**src/rtl/ext_bus_strobe_pkg.sv**
```systemverilog
package ext_bus_strobe_pkg;
  typedef struct packed {
    logic xdata;
    logic move;
    logic ext;
  } cyc_qual_t;
endpackage

```
**src/rtl/strobe_phase_ctr.sv**
```systemverilog
module strobe_phase_ctr #(
  parameter int CYCLE_LEN = 12,
  localparam int PW = $clog2(CYCLE_LEN)
) (
  input  logic          clk_i,
  input  logic          rst_ni,
  output logic [PW-1:0] phase_o,
  output logic          last_o
);
  localparam logic [PW-1:0] LAST = PW'(CYCLE_LEN - 1);

  always_ff @(posedge clk_i or negedge rst_ni) begin
    if (!rst_ni)      phase_o <= '0;
    else if (last_o)  phase_o <= '0;
    else              phase_o <= phase_o + 1'b1;
  end

  assign last_o = (phase_o == LAST);

  AST_PHASE_RANGE: assert property (@(posedge clk_i) disable iff (!rst_ni)
    {1'b0, phase_o} < (PW+1)'(CYCLE_LEN));
  AST_PHASE_WRAP: assert property (@(posedge clk_i) disable iff (!rst_ni)
    last_o |=> (phase_o == '0));
endmodule

```
**src/rtl/strobe_cycle_latch.sv**
```systemverilog
module strobe_cycle_latch
  import ext_bus_strobe_pkg::*;
(
  input  logic      clk_i,
  input  logic      rst_ni,
  input  logic      last_i,
  input  cyc_qual_t qual_d_i,
  output cyc_qual_t qual_q_o
);
  always_ff @(posedge clk_i or negedge rst_ni) begin
    if (!rst_ni)     qual_q_o <= '0;
    else if (last_i) qual_q_o <= qual_d_i;
  end

  AST_QUAL_HOLD: assert property (@(posedge clk_i) disable iff (!rst_ni)
    !last_i |=> $stable(qual_q_o));
endmodule

```
**src/rtl/strobe_decode.sv**
```systemverilog
module strobe_decode
  import ext_bus_strobe_pkg::*;
#(
  parameter int CYCLE_LEN = 12,
  parameter int ALE_W     = 2,
  parameter int PS_OFF    = 3,
  parameter int PS_W      = 2,
  localparam int PW   = $clog2(CYCLE_LEN),
  localparam int HALF = CYCLE_LEN / 2
) (
  input  logic          clk_i,
  input  logic          rst_ni,
  input  logic [PW-1:0] phase_i,
  input  cyc_qual_t     qual_i,
  input  logic          dis_i,
  output logic          ale_o,
  output logic          psen_n_o
);
  logic [1:0] ale_slot, ps_slot;

  // one latch window and one fetch window per half machine cycle
  for (genvar g = 0; g < 2; g++) begin : g_slot
    localparam int ABASE = g * HALF;
    localparam int PBASE = g * HALF + PS_OFF;
    logic [PW-1:0] arel, prel;
    assign arel        = phase_i - PW'(ABASE);
    assign prel        = phase_i - PW'(PBASE);
    assign ale_slot[g] = (arel < PW'(ALE_W));
    assign ps_slot[g]  = (prel < PW'(PS_W));
  end

  logic gated;
  assign gated = dis_i && !qual_i.ext && !qual_i.move;

  always_comb begin
    if (gated) ale_o = 1'b1;  // idle level while gated
    else       ale_o = ale_slot[0] || (ale_slot[1] && !qual_i.xdata);
    psen_n_o = !(qual_i.ext && !qual_i.xdata && (|ps_slot));
  end

  AST_PSEN_INTERNAL: assert property (@(posedge clk_i) disable iff (!rst_ni)
    !qual_i.ext |-> psen_n_o);
  AST_PSEN_XDATA: assert property (@(posedge clk_i) disable iff (!rst_ni)
    qual_i.xdata |-> psen_n_o);
  AST_ALE_GATED: assert property (@(posedge clk_i) disable iff (!rst_ni)
    (dis_i && !qual_i.ext && !qual_i.move) |-> ale_o);
  AST_ALE_XDATA_SKIP: assert property (@(posedge clk_i) disable iff (!rst_ni)
    (qual_i.xdata && !gated && phase_i == PW'(HALF)) |-> !ale_o);
endmodule

```
**src/rtl/ext_bus_strobe_seq.sv**
```systemverilog
module ext_bus_strobe_seq
  import ext_bus_strobe_pkg::*;
#(
  parameter int CYCLE_LEN = 12,
  parameter int ALE_W     = 2,
  parameter int PS_OFF    = 3,
  parameter int PS_W      = 2,
  localparam int PW = $clog2(CYCLE_LEN)
) (
  input  logic clk_i,
  input  logic rst_ni,
  input  logic xdata_cycle_i,
  input  logic move_instr_i,
  input  logic ext_exec_i,
  input  logic ale_dis_we_i,
  input  logic ale_dis_val_i,
  output logic ale_o,
  output logic psen_n_o
);
  logic [PW-1:0] phase;
  logic          last;
  cyc_qual_t     qual_d, qual_q;
  logic          dis_q;

  always_ff @(posedge clk_i or negedge rst_ni) begin
    if (!rst_ni)           dis_q <= 1'b0;
    else if (ale_dis_we_i) dis_q <= ale_dis_val_i;
  end

  assign qual_d = '{xdata: xdata_cycle_i, move: move_instr_i, ext: ext_exec_i};

  strobe_phase_ctr #(.CYCLE_LEN(CYCLE_LEN)) u_ctr (
    .clk_i, .rst_ni, .phase_o(phase), .last_o(last)
  );

  strobe_cycle_latch u_latch (
    .clk_i, .rst_ni, .last_i(last), .qual_d_i(qual_d), .qual_q_o(qual_q)
  );

  strobe_decode #(
    .CYCLE_LEN(CYCLE_LEN), .ALE_W(ALE_W), .PS_OFF(PS_OFF), .PS_W(PS_W)
  ) u_dec (
    .clk_i, .rst_ni, .phase_i(phase), .qual_i(qual_q), .dis_i(dis_q),
    .ale_o, .psen_n_o
  );

  AST_DIS_LOAD: assert property (@(posedge clk_i) disable iff (!rst_ni)
    ale_dis_we_i |=> (dis_q == $past(ale_dis_val_i)));
endmodule

```
**config.mk**
```make
export PLATFORM = sky130hd
export DESIGN_NAME = ext_bus_strobe_seq
export DESIGN_NICKNAME = d
export VERILOG_FILES = /design/src/rtl/ext_bus_strobe_pkg.sv /design/src/rtl/strobe_phase_ctr.sv /design/src/rtl/strobe_cycle_latch.sv /design/src/rtl/strobe_decode.sv /design/src/rtl/ext_bus_strobe_seq.sv
export SDC_FILE = /design/constraint.sdc
export NUM_CORES = 1
export LEC_CHECK = 0
export ABC_AREA = 1
export BUFFER_PORTS_ARGS = -buffer_cell sky130_fd_sc_hd__buf_2
export CORE_AREA = 2 2 39 41
export CTS_BUF_LIST = sky130_fd_sc_hd__clkbuf_2 sky130_fd_sc_hd__clkbuf_4 sky130_fd_sc_hd__clkbuf_8
export DETAILED_ROUTE_END_ITERATION = 10
export DIE_AREA = 0 0 41 43
export PLACE_DENSITY = 0.61
export RECOVER_POWER = 50
export SYNTH_ARGS = -nofsm -noshare
export SYNTH_HDL_FRONTEND = slang
export SYNTH_SLANG_ARGS = --single-unit
```
**constraint.sdc**
```tcl
create_clock -name clk_i -period 1.7 [get_ports clk_i]
set_input_delay 0.425 -clock clk_i [delete_from_list [all_inputs] [get_ports clk_i]]
set_output_delay 0.425 -clock clk_i [all_outputs]
set_load 0.01 [all_outputs]
```
==> metrics <==
port buffer count=8; Initial Util=0.367; Final nets=100; PD cells=approximately 490 nW/µm²; clk buf depth=2; Hold/Removal Path Class=in -> reg; most common cell after layout, fill and taps aside=nand2_1; grt ovf=0; synthesized area=between 500 and 600 µm²; Avg Cell Area, Syn=approximately 7.6 µm²; GP Congestion=roughly 0.75; boundary pin count=9; Pleak=~0.37 nW; status=finished, violations left; number of global-route vias before repair=484; Placed Cells=96; vias=474; RSZ-0062 raised after global routing=yes; worst r2r path cells=4; Worst-Margin Slew=approximately 0.41 ns; DRT antenna net count=0; Setup crit end kind=output pin; clock skew=0.00474 ns; Inserted Diodes=0; Util after Layout=0.522; failing checks=setup timing; vias per std cell=4.69; period utilization=1.13; cell breakdown of the critical path=ha_1 > or2_1 > nand3_1 > o211ai_1 > buf_2; CP Launch Type=register; Pre-antenna DRT Iters=4; fin crit period=between 1.5 and 2 ns; Final Non-Filler Cells=approximately 100; Rel. slew slack=0.724; Post-route DRC=0; Clk Latency, worst-skew pair=0.25 ns; hold path depth=3; area delta synth->final=42.1%; post-synthesis sequential area ratio=0.394; crit path kind=reg -> out; Critical path buffers and inverters=1; Hold WS=about 0.37 ns; Fin Setup TNS=-0.430 ns; worst reg2reg endpoint=u_ctr.phase_o[3]$_DFF_PN0_; commonest cells after routing, fill and taps aside=nand2_1, nor2_1, buf_2, dfrtp_1, nand3_1; Hold Vio Cnt, Final=0; clock slew at reported path FFs=0.05 ns; Max FO, Critical Path=4; # setup viols final=2; Peak supply drop=412 µV; Max Slew Vio Count=0; layout cells sized above 1=0.376; achievable frequency=about 520 MHz; Die H=between 40 and 50 µm; reg2reg start=u_ctr.phase_o[1]$_DFF_PN0_; Overall Global Routing Usage=0.155; Worst EP required=between 1 and 1.5 ns; FP Rows=14; WHS Endpoint=u_latch.qual_q_o[1]$_DFFE_PN0N_; CTS sink cnt=8; core area=approximately 1400 µm²; Max-cap violations=0; Hold Crit Start=move_instr_i; HPWL Detailed=800 µm; initial antenna violation count=0; WL per Instance=10.9 µm; Syn Nets=80; TritonCTS clock tree=yes; die area=between 1500 and 2000 µm²; fin worst setup slack=-0.217 ns; Cells after Synth=67; reg-to-reg slack, setup=0.50 ns; Synth Register Bits=8; Top delay family on crit path=flip-flops; largest net degree at the start of global routing=9; synth unique cells=14; crit-path max cell delay=~0.46 ns; yosys warns=0; first-pass GRT wire length=approximately 1800 µm; CTS root buf=clkbuf_4; CP arrival=approximately 1.5 ns; initial drt markers=6; Die X=between 40 and 50 µm; total CTS buffers=3; final WL=roughly 1100 µm; htree depth=1; Max stage delay cell, worst path=dfrtp_2
cell usage after synthesis, drive strengths merged:
library cell / number / share of area
mux2: 1 / 0.022
dfrtp: 8 / 0.39
o21ai: 1 / 0.0098
nor2: 8 / 0.059
or2: 1 / 0.012
ha: 6 / 0.15
nor3: 1 / 0.0098
nand3: 6 / 0.069
o211ai: 2 / 0.030
nand2: 25 / 0.18
clkinv: 1 / 0.0098
inv: 7 / 0.052
worst min-delay path: stages:
cell and delay [ns]:
buf_2 0.07, nand2_1 0.04, nand2_1 0.05
metal layers:
metal / track usage / vias to the layer above / wire length [µm]
met5: 0 / - / 0
met4: 0.0400 / 0 / 0
met3: 0.0471 / 0 / 29
met2: 0.247 / 7 / 567
met1: 0.196 / 219 / 502
li1: - / 248 / -
flip-flops by register name, summed over array words and instances, names as in the netlist:
| signal | count |
|---|---|
| u_ctr.phase_o | 4 |
| u_latch.qual_q_o | 3 |
| dis_q | 1 |
stage by stage:
stage | power [mW] | instance area [µm²] | setup WS (ns)
floorplan | 0.209 | 508 | 0.157
global placement | 0.221 | 606 | 0.0217
detailed placement | 0.221 | 606 | -0.00912
CTS | 0.364 | 682 | -0.197
global route | 0.372 | 722 | -0.304
finish | 0.356 | 722 | -0.217
layout make-up:
cell class / count / area, µm²
clock buffers: 3 / 22.5
inverters: 8 / 36.3
well taps: 16 / 20.0
flip-flops and latches: 8 / 203
repair buffers: 15 / 101
fillers: 133 / 662
multi-input cells: 51 / 339
logic make-up (layout without fill, tap and decap cells):
group                    Yosys count  count (layout)  share of synthesized area
AND/OR/NAND/NOR                   41              41                      0.335
adder cells (fa/ha/maj)            6               6                      0.148
flip-flops                         8               8                      0.394
buffers and inverters              8              26                     0.0616
AO/OA/AOI/OAI                      3               3                     0.0394
multiplexers                       1               1                     0.0222
how the worst max path moves through the flow:
stage	start	end	slack (ns)	cells past startpoint
finish	u_ctr.phase_o[1]$_DFF_PN0_	ale_o	-0.22	5
CTS	u_ctr.phase_o[1]$_DFF_PN0_	psen_n_o	-0.20	8
detailed placement	u_ctr.phase_o[1]$_DFF_PN0_	psen_n_o	-0.009	8
global route	u_ctr.phase_o[0]$_DFF_PN0_	psen_n_o	-0.30	7
floorplan	u_ctr.phase_o[1]$_DFF_PN0_	ale_o	0.16	5
global placement	u_ctr.phase_o[1]$_DFF_PN0_	ale_o	0.02	6
report_power, final:
| group | switching (mW) | leakage [nW] | internal (mW) |
|---|---|---|---|
| sequential | 0.00317 | 0.0965 | 0.197 |
| clock | 0.0572 | 0.0138 | 0.0803 |
| combinational | 0.00890 | 0.260 | 0.0102 |
| total | 0.0692 | 0.370 | 0.287 |
repair_timing:
action / in CTS / in global routing
endpoints found under the setup margin: 2 / 2
hold endpoints to repair: 1 / 0
hold buffers: 1 / 0
pin swaps: 8 / 7
resized for setup: 6 / 11
setup buffers: 2 / 0
Power figures use the tool's default switching activity.
